### src/rtl/irqc_pkg.sv
package irqc_pkg;

  typedef enum logic [2:0] {
    RG_STATUS = 3'd0,
    RG_PEND   = 3'd1,
    RG_ENABLE = 3'd2,
    RG_ACK    = 3'd3,
    RG_SETEN  = 3'd4,
    RG_CLREN  = 3'd5,
    RG_VECTOR = 3'd6,
    RG_CTRL   = 3'd7
  } reg_sel_e;

  localparam logic [31:0] NO_VECTOR = 32'hFFFF_FFFF;

  // Index of the lowest set bit, 32 when none is set.
  function automatic logic [5:0] first_one(input logic [31:0] v);
    logic [5:0] r;
    r = 6'd32;
    for (int k = 31; k >= 0; k--) begin
      if (v[k]) r = 6'(k);
    end
    return r;
  endfunction

  // New enable mask from the current mask and one register write.
  function automatic logic [31:0] next_enable(input logic [31:0] cur,
                                              input reg_sel_e sel,
                                              input logic [31:0] d);
    logic [31:0] r;
    r = cur;
    case (sel)
      RG_ENABLE: r = d;
      RG_SETEN:  r = cur | d;
      RG_CLREN:  r = cur & ~d;
      default:   r = cur;
    endcase
    return r;
  endfunction

endpackage

### src/rtl/irqc_capture.sv
module irqc_capture #(
  parameter int          NUM_SRC   = 32,
  parameter logic [31:0] EDGE_MASK = 32'h0
) (
  input  logic               clk,
  input  logic               rst_n,
  input  logic [NUM_SRC-1:0] irq_in,
  output logic [NUM_SRC-1:0] evt
);

  for (genvar i = 0; i < NUM_SRC; i++) begin : g_src
    if (EDGE_MASK[i]) begin : g_edge
      logic prev_q;
      always_ff @(posedge clk or negedge rst_n) begin
        if (!rst_n) prev_q <= 1'b0;
        else        prev_q <= irq_in[i];
      end
      assign evt[i] = irq_in[i] & ~prev_q;

      // an edge event never lasts two cycles
      p_edge_single_r4: assert property (@(posedge clk) disable iff (!rst_n)
        evt[i] |=> !evt[i]);
    end else begin : g_level
      assign evt[i] = irq_in[i];
    end
  end

endmodule

### src/rtl/irqc_prio.sv
module irqc_prio #(
  parameter int NUM_SRC = 32,
  localparam int IDXW   = (NUM_SRC > 1) ? $clog2(NUM_SRC) : 1
) (
  input  logic               clk,
  input  logic               rst_n,
  input  logic [NUM_SRC-1:0] pend,
  output logic [IDXW-1:0]    idx,
  output logic               vld
);
  import irqc_pkg::*;

  logic [31:0] wide;
  logic [5:0]  first;
  logic [NUM_SRC-1:0] below;

  always_comb begin
    wide = '0;
    wide[NUM_SRC-1:0] = pend;
  end

  assign first = first_one(wide);
  assign idx   = IDXW'(first);
  assign vld   = |pend;
  assign below = (NUM_SRC'(1) << idx) - NUM_SRC'(1);

  // the reported source is pending and none below it is
  p_vec_pending_r8: assert property (@(posedge clk) disable iff (!rst_n)
    vld |-> pend[idx]);
  p_vec_lowest_r8: assert property (@(posedge clk) disable iff (!rst_n)
    vld |-> ((pend & below) == '0));

endmodule

### src/rtl/irq_vector_ctrl.sv
module irq_vector_ctrl #(
  parameter int          NUM_SRC   = 32,
  parameter logic [31:0] EDGE_MASK = 32'h0
) (
  input  logic               clk,
  input  logic               rst_n,
  input  logic [NUM_SRC-1:0] irq_in,
  input  logic [2:0]         bus_addr,
  input  logic               bus_we,
  input  logic [31:0]        bus_wdata,
  output logic [31:0]        bus_rdata,
  output logic               irq_out
);
  import irqc_pkg::*;

  localparam int IDXW = (NUM_SRC > 1) ? $clog2(NUM_SRC) : 1;

  reg_sel_e           sel;
  logic [NUM_SRC-1:0] sts_q, sts_d, en_q, en_d, evt, pend, wmask;
  logic               out_en_q, cap_en_q;
  logic [IDXW-1:0]    vec_idx;
  logic               vec_vld;
  logic               wr_sts, wr_ack, wr_sen, wr_cen, wr_ctl;
  logic [31:0]        en_wide, en_next;

  assign sel    = reg_sel_e'(bus_addr);
  assign wmask  = bus_wdata[NUM_SRC-1:0];
  assign wr_sts = bus_we && (sel == RG_STATUS);
  assign wr_ack = bus_we && (sel == RG_ACK);
  assign wr_sen = bus_we && (sel == RG_SETEN);
  assign wr_cen = bus_we && (sel == RG_CLREN);
  assign wr_ctl = bus_we && (sel == RG_CTRL);

  irqc_capture #(.NUM_SRC(NUM_SRC), .EDGE_MASK(EDGE_MASK)) u_cap (
    .clk(clk), .rst_n(rst_n), .irq_in(irq_in), .evt(evt)
  );

  // Status: acknowledge first, then new hardware events win (level re-set).
  always_comb begin
    sts_d = sts_q;
    if (wr_ack) sts_d = sts_d & ~wmask;
    if (cap_en_q)    sts_d = sts_d | evt;
    else if (wr_sts) sts_d = wmask;
  end

  always_comb begin
    en_wide = '0;
    en_wide[NUM_SRC-1:0] = en_q;
    en_next = bus_we ? next_enable(en_wide, sel, {{(32-NUM_SRC){1'b0}}, wmask} | 32'h0)
                     : en_wide;
    en_d = en_next[NUM_SRC-1:0];
  end

  always_ff @(posedge clk or negedge rst_n) begin
    if (!rst_n) begin
      sts_q    <= '0;
      en_q     <= '0;
      out_en_q <= 1'b0;
      cap_en_q <= 1'b0;
    end else begin
      sts_q <= sts_d;
      en_q  <= en_d;
      if (wr_ctl) begin
        out_en_q <= bus_wdata[0];
        cap_en_q <= bus_wdata[1];
      end
    end
  end

  assign pend = sts_q & en_q;

  irqc_prio #(.NUM_SRC(NUM_SRC)) u_prio (
    .clk(clk), .rst_n(rst_n), .pend(pend), .idx(vec_idx), .vld(vec_vld)
  );

  assign irq_out = out_en_q && vec_vld;

  always_comb begin
    bus_rdata = '0;
    case (sel)
      RG_STATUS: bus_rdata[NUM_SRC-1:0] = sts_q;
      RG_PEND:   bus_rdata[NUM_SRC-1:0] = pend;
      RG_ENABLE: bus_rdata[NUM_SRC-1:0] = en_q;
      RG_VECTOR: bus_rdata = vec_vld ? 32'(vec_idx) : NO_VECTOR;
      RG_CTRL:   bus_rdata[1:0] = {cap_en_q, out_en_q};
      default:   bus_rdata = '0;
    endcase
  end

  // single-bit enable updates hit exactly the bits written
  p_set_en_r2: assert property (@(posedge clk) disable iff (!rst_n)
    wr_sen |=> ((en_q & $past(wmask)) == $past(wmask)));
  p_clr_en_r2: assert property (@(posedge clk) disable iff (!rst_n)
    wr_cen |=> ((en_q & $past(wmask)) == '0));
  p_set_keep_r2: assert property (@(posedge clk) disable iff (!rst_n)
    wr_sen |=> ((en_q & ~$past(wmask)) == ($past(en_q) & ~$past(wmask))));
  // acknowledge clears the written bits while capture is off
  p_ack_clear_r3: assert property (@(posedge clk) disable iff (!rst_n)
    (wr_ack && !cap_en_q) |=> ((sts_q & $past(wmask)) == '0));
  // with capture off and no status write, no status bit appears
  p_no_capture_r6: assert property (@(posedge clk) disable iff (!rst_n)
    (!cap_en_q && !wr_sts) |=> ((sts_q & ~$past(sts_q)) == '0));
  // request drops the cycle after the output switch is turned off
  p_out_off_r9: assert property (@(posedge clk) disable iff (!rst_n)
    (wr_ctl && !bus_wdata[0]) |=> !irq_out);

endmodule

### config.mk
export PLATFORM = sky130hd
export DESIGN_NAME = irq_vector_ctrl
export DESIGN_NICKNAME = d
export VERILOG_FILES = /design/src/rtl/irqc_pkg.sv /design/src/rtl/irqc_capture.sv /design/src/rtl/irqc_prio.sv /design/src/rtl/irq_vector_ctrl.sv
export SDC_FILE = /design/constraint.sdc
export NUM_CORES = 1
export LEC_CHECK = 0
export BUFFER_PORTS_ARGS = -buffer_cell sky130_fd_sc_hd__buf_2
export CAP_MARGIN = 30
export CORE_UTILIZATION = 50
export DETAILED_ROUTE_END_ITERATION = 16
export GPL_ROUTABILITY_DRIVEN = 0
export HOLD_SLACK_MARGIN = 0.05
export PLACE_DENSITY_LB_ADDON = 0.05
export SETUP_SLACK_MARGIN = 0.15
export SYNTH_ARGS = -nofsm -noshare
export SYNTH_HDL_FRONTEND = slang
export SYNTH_SLANG_ARGS = --single-unit
### constraint.sdc
create_clock -name clk -period 1.8 [get_ports clk]
set_input_delay 0.27 -clock clk [delete_from_list [all_inputs] [get_ports clk]]
set_output_delay 0.27 -clock clk [all_outputs]
set_load 0.03 [all_outputs]
# [Yosys cells after proc, flatten, opt, wreduce, memory -nomap -nowiden]
# Index checks and enable logic that the tools add are counted.
[totals] ff_bits=66 elab_cells=64 in_bits=70
[op_classes] reduce_logical=8 n_eq_ne=7 bitwise_logic=6 mux=39
[ops] operator="two-way mux 5 bit" count=32
[ops] operator="two-way mux 32 bit" count=4
[ops] operator="one-hot mux 30 bit (4 select lines)" count=1
[ops] operator="bitwise AND 32 bit" count=3
[ops] operator="one-hot mux 32 bit (3 select lines)" count=1
[ops] operator="OR 32 bit" count=2
[ops] operator="inverter 32 bit" count=1
[ops] operator="OR reduction 32 bit" count=1
[ops] operator="== test 3 bit (second input constant)" count=4
[ops] operator="one-hot mux 2 bit (5 select lines)" count=1
[ops] operator="== test 3 x 2 -> 1 bit (second input constant)" count=2
[ops] operator="logical AND 1 bit" count=4
[ops] operator="== test 3 x 1 -> 1 bit (second input constant)" count=1
[ops] operator="logical NOT 3 bit" count=1
[ops] operator="nonzero test 3 bit" count=1
[ops] operator="AND reduction 2 bit" count=1

# [Longest topological paths before layout]
[depth] depth_word=35 mapped_depth=7 mapped_depth_nobuf=5

# [Cells and area by module]
# From an unflattened synthesis, not the netlist that was laid out.
[unflattened] hier_cells=661 area_unflattened_um2=5358.9
[by_module_without_submodules] mod="irq_vector_ctrl" area_per_inst_um2=4733.3 cells_per_inst=564 seq_area_each_um2=1651.6 n_inst=1
[by_module_without_submodules] mod="irqc_prio" area_per_inst_um2=385.4 cells_per_inst=65 seq_area_each_um2=0.0 n_inst=1
[by_module_without_submodules] mod="irqc_capture" area_per_inst_um2=240.2 cells_per_inst=32 seq_area_each_um2=0.0 n_inst=1

# [Least setup slack after synthesis]
# No wires, ideal clock.
[synth_timing] kind="register to output" from="register en_q[24]" to="output port bus_rdata[2]" path_stages_with_launch=6 slack_ns=-0.434 path_buffers=0 arrival_time_ns=1.964 cell_sequence="dfrtp_1 -> a22oi_1 -> nand2_1 -> a31oi_1 -> o21ai_0 -> o41ai_1"
[synth_via] elab_chain_cells=28 word_cells_on_any_way=29 classes_between="mux: 27; bitwise: 1; reduce/logical: 1"
[synth_lines] item="start, declared" line_no="irq_vector_ctrl.sv:19" source="logic [NUM_SRC-1:0] sts_q, sts_d, en_q, en_d, evt, pend, wmask;"
[synth_lines] item="start signal, assigned" line_no="irq_vector_ctrl.sv:62" source="en_q <= en_d;"
[synth_lines] item="bitwise AND 32 bit (*)" line_no="irq_vector_ctrl.sv:70" source="assign pend = sts_q & en_q;"
[synth_lines] item="two-way mux 5 bit (25 in a row)" line_no="irqc_pkg.sv:21" source="if (v[k]) r = 6'(k);"
[synth_lines] item="two-way mux 32 bit (*)" line_no="irq_vector_ctrl.sv:84" source="RG_VECTOR: bus_rdata = vec_vld ? 32'(vec_idx) : NO_VECTOR;"
[synth_lines] item="one-hot mux 30 bit (4 select lines) (*)" line_no="irq_vector_ctrl.sv:80" source="case (sel)"
[synth_lines] item="end, declared" line_no="irq_vector_ctrl.sv:11" source="output logic [31:0] bus_rdata,"
# Mark *: on every way between the ends. The rest lies on a longest branch, timed or not.

# [Worst setup path in the final report]
[layout_timing] from="register sts_q[30]" to="output port bus_rdata[1]"
[layout_via] elab_chain_cells=34 word_cells_on_any_way=35 classes_between="mux: 33; bitwise: 1; reduce/logical: 1"
[layout_lines] item="start, declared" line_no="irq_vector_ctrl.sv:19"
[layout_lines] item="start signal, assigned" line_no="irq_vector_ctrl.sv:61" source="sts_q <= sts_d;"
[layout_lines] item="bitwise AND 32 bit (*)" line_no="irq_vector_ctrl.sv:70"
[layout_lines] item="two-way mux 5 bit (31 in a row)" line_no="irqc_pkg.sv:21"
[layout_lines] item="two-way mux 32 bit (*)" line_no="irq_vector_ctrl.sv:84"
[layout_lines] item="one-hot mux 2 bit (5 select lines) (*)" line_no="irq_vector_ctrl.sv:80"
# Marks and branches as above.

==> results.json <==
{
  "worst-path-buf-inv": 2,
  "design.final.nets": 889,
  "route.antenna.remaining_nets": 0,
  "synth_top_cells_by_count": "156 x nand2_1, 66 x dfrtp_1, 50 x o21ai_0",
  "grt_max_degree": 67,
  "critPathMaxStageDelay_ps": 400,
  "slowest_stage": "dfrtp_1",
  "min_period_over_period_pct": 132,
  "max_freq_ghz": 0.421,
  "share_seq_of_total_power_pct": 29.7,
  "clkPwrFrac_pct": 21.9,
  "routed_wl_mm": 16.9,
  "cell_internal_pwr_uw": 4180,
  "netlist.top_cell.by_area": "dfrtp_1",
  "io_buffer_count": 102,
  "worst_skew_pair_later_pin_latency_ps": 360,
  "drt-wirelength-per-cell_microns": 17.8,
  "netlist_instances": 605,
  "end_kind": "primary output",
  "synth.net_count": 675,
  "timing.hold.worst_endpoint": "sts_q[19]$_DFF_PN0_",
  "fp-row-count": 35,
  "die-width_microns": 99.8,
  "drive_above_1_share_pct": 45.1,
  "crit-reg2reg-launch": "cap_en_q$_DFFE_PN0P_",
  "detail_route.drc_violations": 0,
  "finish.utilization_pct": 78.9,
  "timing.final.crit_period_ps": 2370,
  "cell_family_with_the_largest_share_of_critical_path_delay": "simple AND/OR/NAND/NOR gates",
  "tritoncts": "built",
  "slew_violations": 0,
  "n_antenna_cell": 0,
  "number_of_maximum_capacitance_constraint_violations": 0,
  "reg2reg_to": "sts_q[31]$_DFF_PN0_",
  "clk_root_buffer_cell": "clkbuf_8",
  "run_status": "complete, but fails checks",
  "vdd.ir_drop.worst_uv": 623,
  "synth_edf_count": 0,
  "ff2ff_path_depth": 5,
  "hold_depth": 3,
  "combined_global_route_utilization_of_all_metal_layers_pct": 34.6,
  "drt_first_iter_violations": 309,
  "static-leakage-power_uw": 0.00319,
  "worst-endpoint-required_ps": 1530,
  "total_half_perimeter_wirelength_after_legalization_and_detailed_placement_mm": 11.4,
  "power_per_cell_area_nw_per_um2": 922,
  "min-delay-path-class": "in -> reg",
  "netlist_top_cells_area": "dfrtp_1 35%, nand2_1 12%, a21oi_2 7.3%",
  "yosys_reg_bits": 66,
  "grt_antenna_before_repair": 0,
  "final-setup-viol-count": 33,
  "largest_fanout_on_the_critical_path": 3,
  "core_region_area_sq_um": 9240,
  "wp_data_arrival_ps": 2100,
  "start_util_pct": 51.8,
  "dieArea_sq_um": 9960,
  "synth.most_common_cell": "nand2_1",
  "comb_power_share_pct": 48.4,
  "place_area_sq_um": 6470,
  "synth.yosys.seq_area_share_pct": 34.5,
  "mappedNetlistArea_sq_um": 4780,
  "grt_first_pass_wirelength_mm": 26.8,
  "sw_frac_of_total_pct": 37.8,
  "cts_inserted_buffers": 9,
  "power_uw": 6720,
  "syn2layout_area_growth_pct": 52.5,
  "total_switching_power_uw": 2550,
  "worst_slack_ps": -573,
  "synth_flop_cell": "dfrtp_1",
  "grt_ovf": 0,
  "fin_area_sq_um": 7290,
  "timing.final.hold_violations": 0,
  "via_count": 5641,
  "io-pin-count": 103,
  "cp-start-kind": "register",
  "synth.lib_cells_used.distinct": 49,
  "rrSetupSlack_ps": 510,
  "synth_warn": 0,
  "numClockSinks": 66,
  "relSlewSlack_pct": 71.3,
  "first_pass_iters": 5,
  "yosys.area.top_type_share_pct": 34.5,
  "timing_worst_setup_path_type": "reg -> out",
  "dp_worst_setup_slack_ps": -324,
  "syn_avg_cell_area_sq_um": 7.91,
  "hold_wc_startpoint": "irq_in[19]",
  "failing_checks": "setup timing",
  "grt_pass1_vias": 5449,
  "post_drt_via_cell_ratio": 5.93,
  "clkTransAtPathRegs_ps": 80,
  "asyncSetResetFlopFracSynth_pct": 100,
  "path_cells": "a22oi_1 > nand4_1 > buf_4 > nor4_4 > nor4_2 > a21oi_2 > buf_6",
  "worst_clock_skew_ps": 10.6,
  "chipHeight_microns": 99.8,
  "worstMarginPinSlew_ps": 431,
  "unrepaired_setup_endpoints_after_global_routing": "yes",
  "ctsLongestPathBuffers": 2,
  "cts_max_level": 3
}
## per-layer routing
metal / global-route usage [%] / share of wire, %
met1: 43.9 / 41
met2: 58.0 / 50
met3: 6.82 / 6.4
met4: 13.9 / 2.3
met5: 0 / 0
## sequential cells by signal (all words and copies together), names as in the netlist
name	count
cap_en_q	1
en_q	32
out_en_q	1
sts_q	32
## metrics by stage
step | hold slack (ps) | TNS (ps) | std cells
floorplan | -25.6 | -14.3 | 605
global placement | 325 | -7470 | 918
detailed placement | 328 | -8470 | 918
CTS | 150 | -14840 | 948
global route | 149 | -18430 | 952
finish | 159 | -15200 | 952
## what timing repair did
action                                  4_1_cts  5_1_grt
buffers inserted                             13        4
endpoints found under the setup margin       33       33
resized for setup                            96       22
hold buffers                                  1        0
endpoints found under the hold margin        66        0
pin swaps                                     8       17
gates cloned                                  1        0
## power groups by stage
stage,Combinational [uW],Sequential (uW),Clock (uW)
floorplan,1460,2090,0
global placement,2750,2000,0
detailed placement,2810,2010,0
CTS,3110,1990,1480
global route,3480,2020,1550
finish,3250,2000,1470
## cells in the final DEF (no fill, tap or decap), types with 3 or more instances in the layout
| cell type | instances |
|---|---|
| a21oi_1 | 22 |
| a21oi_2 | 42 |
| a221oi_1 | 4 |
| a22o_1 | 4 |
| a22oi_1 | 3 |
| a22oi_2 | 12 |
| a31oi_1 | 34 |
| a32o_1 | 4 |
| a32oi_1 | 29 |
| and2_1 | 4 |
| buf_12 | 10 |
| buf_2 | 69 |
| buf_4 | 123 |
| buf_6 | 40 |
| clkbuf_8 | 11 |
| dfrtp_1 | 66 |
| mux2i_1 | 4 |
| nand2_1 | 151 |
| nand2_2 | 3 |
| nand2b_1 | 30 |
| nand3_1 | 6 |
| nand4_1 | 3 |
| nor2_1 | 34 |
| o21ai_0 | 31 |
| o21ai_2 | 13 |
| o21ai_4 | 16 |
| o22ai_1 | 8 |
## worst reg2reg max path, cell delays in order (launching register included)
cell and delay, ps:
dfrtp_1 410, nor2_1 140, nand3_2 200, buf_12 230
nor2_1 120, a31oi_1 70
## worst max-delay path by stage
stage,startpoint,slack [ps],cells past startpoint,end
2_1_floorplan,en_q[10]$_DFFE_PN0P_,-10,4,bus_rdata[0]
3_3_place_gp,sts_q[8]$_DFF_PN0_,-310,8,bus_rdata[0]
3_5_place_dp,en_q[8]$_DFFE_PN0P_,-320,8,bus_rdata[0]
4_1_cts,sts_q[9]$_DFF_PN0_,-590,7,bus_rdata[0]
5_1_grt,sts_q[24]$_DFF_PN0_,-670,7,bus_rdata[1]
6_report,sts_q[30]$_DFF_PN0_,-570,7,bus_rdata[1]
## cell families (layout without fill, tap and decap cells)
family          Yosys count  count (layout)  synth area share, %
flops                    66              66                 34.5
mux                       6               6                 1.31
buf+inv                  45             263                 5.44
compound gates          238             238                 35.4
simple gates            250             250                 23.3
## area by class of cell
cell class,count,area (sq um)
Multi-Input combinational cell,494,3260
Timing Repair Buffer,246,1990
Fill cell,617,1950
Sequential cell,66,1650
Tap cell,129,161
Clock buffer,11,151
Clock inverter,4,75.1
Inverter,2,7.51
No activity file was read; power rests on OpenSTA's default activity.
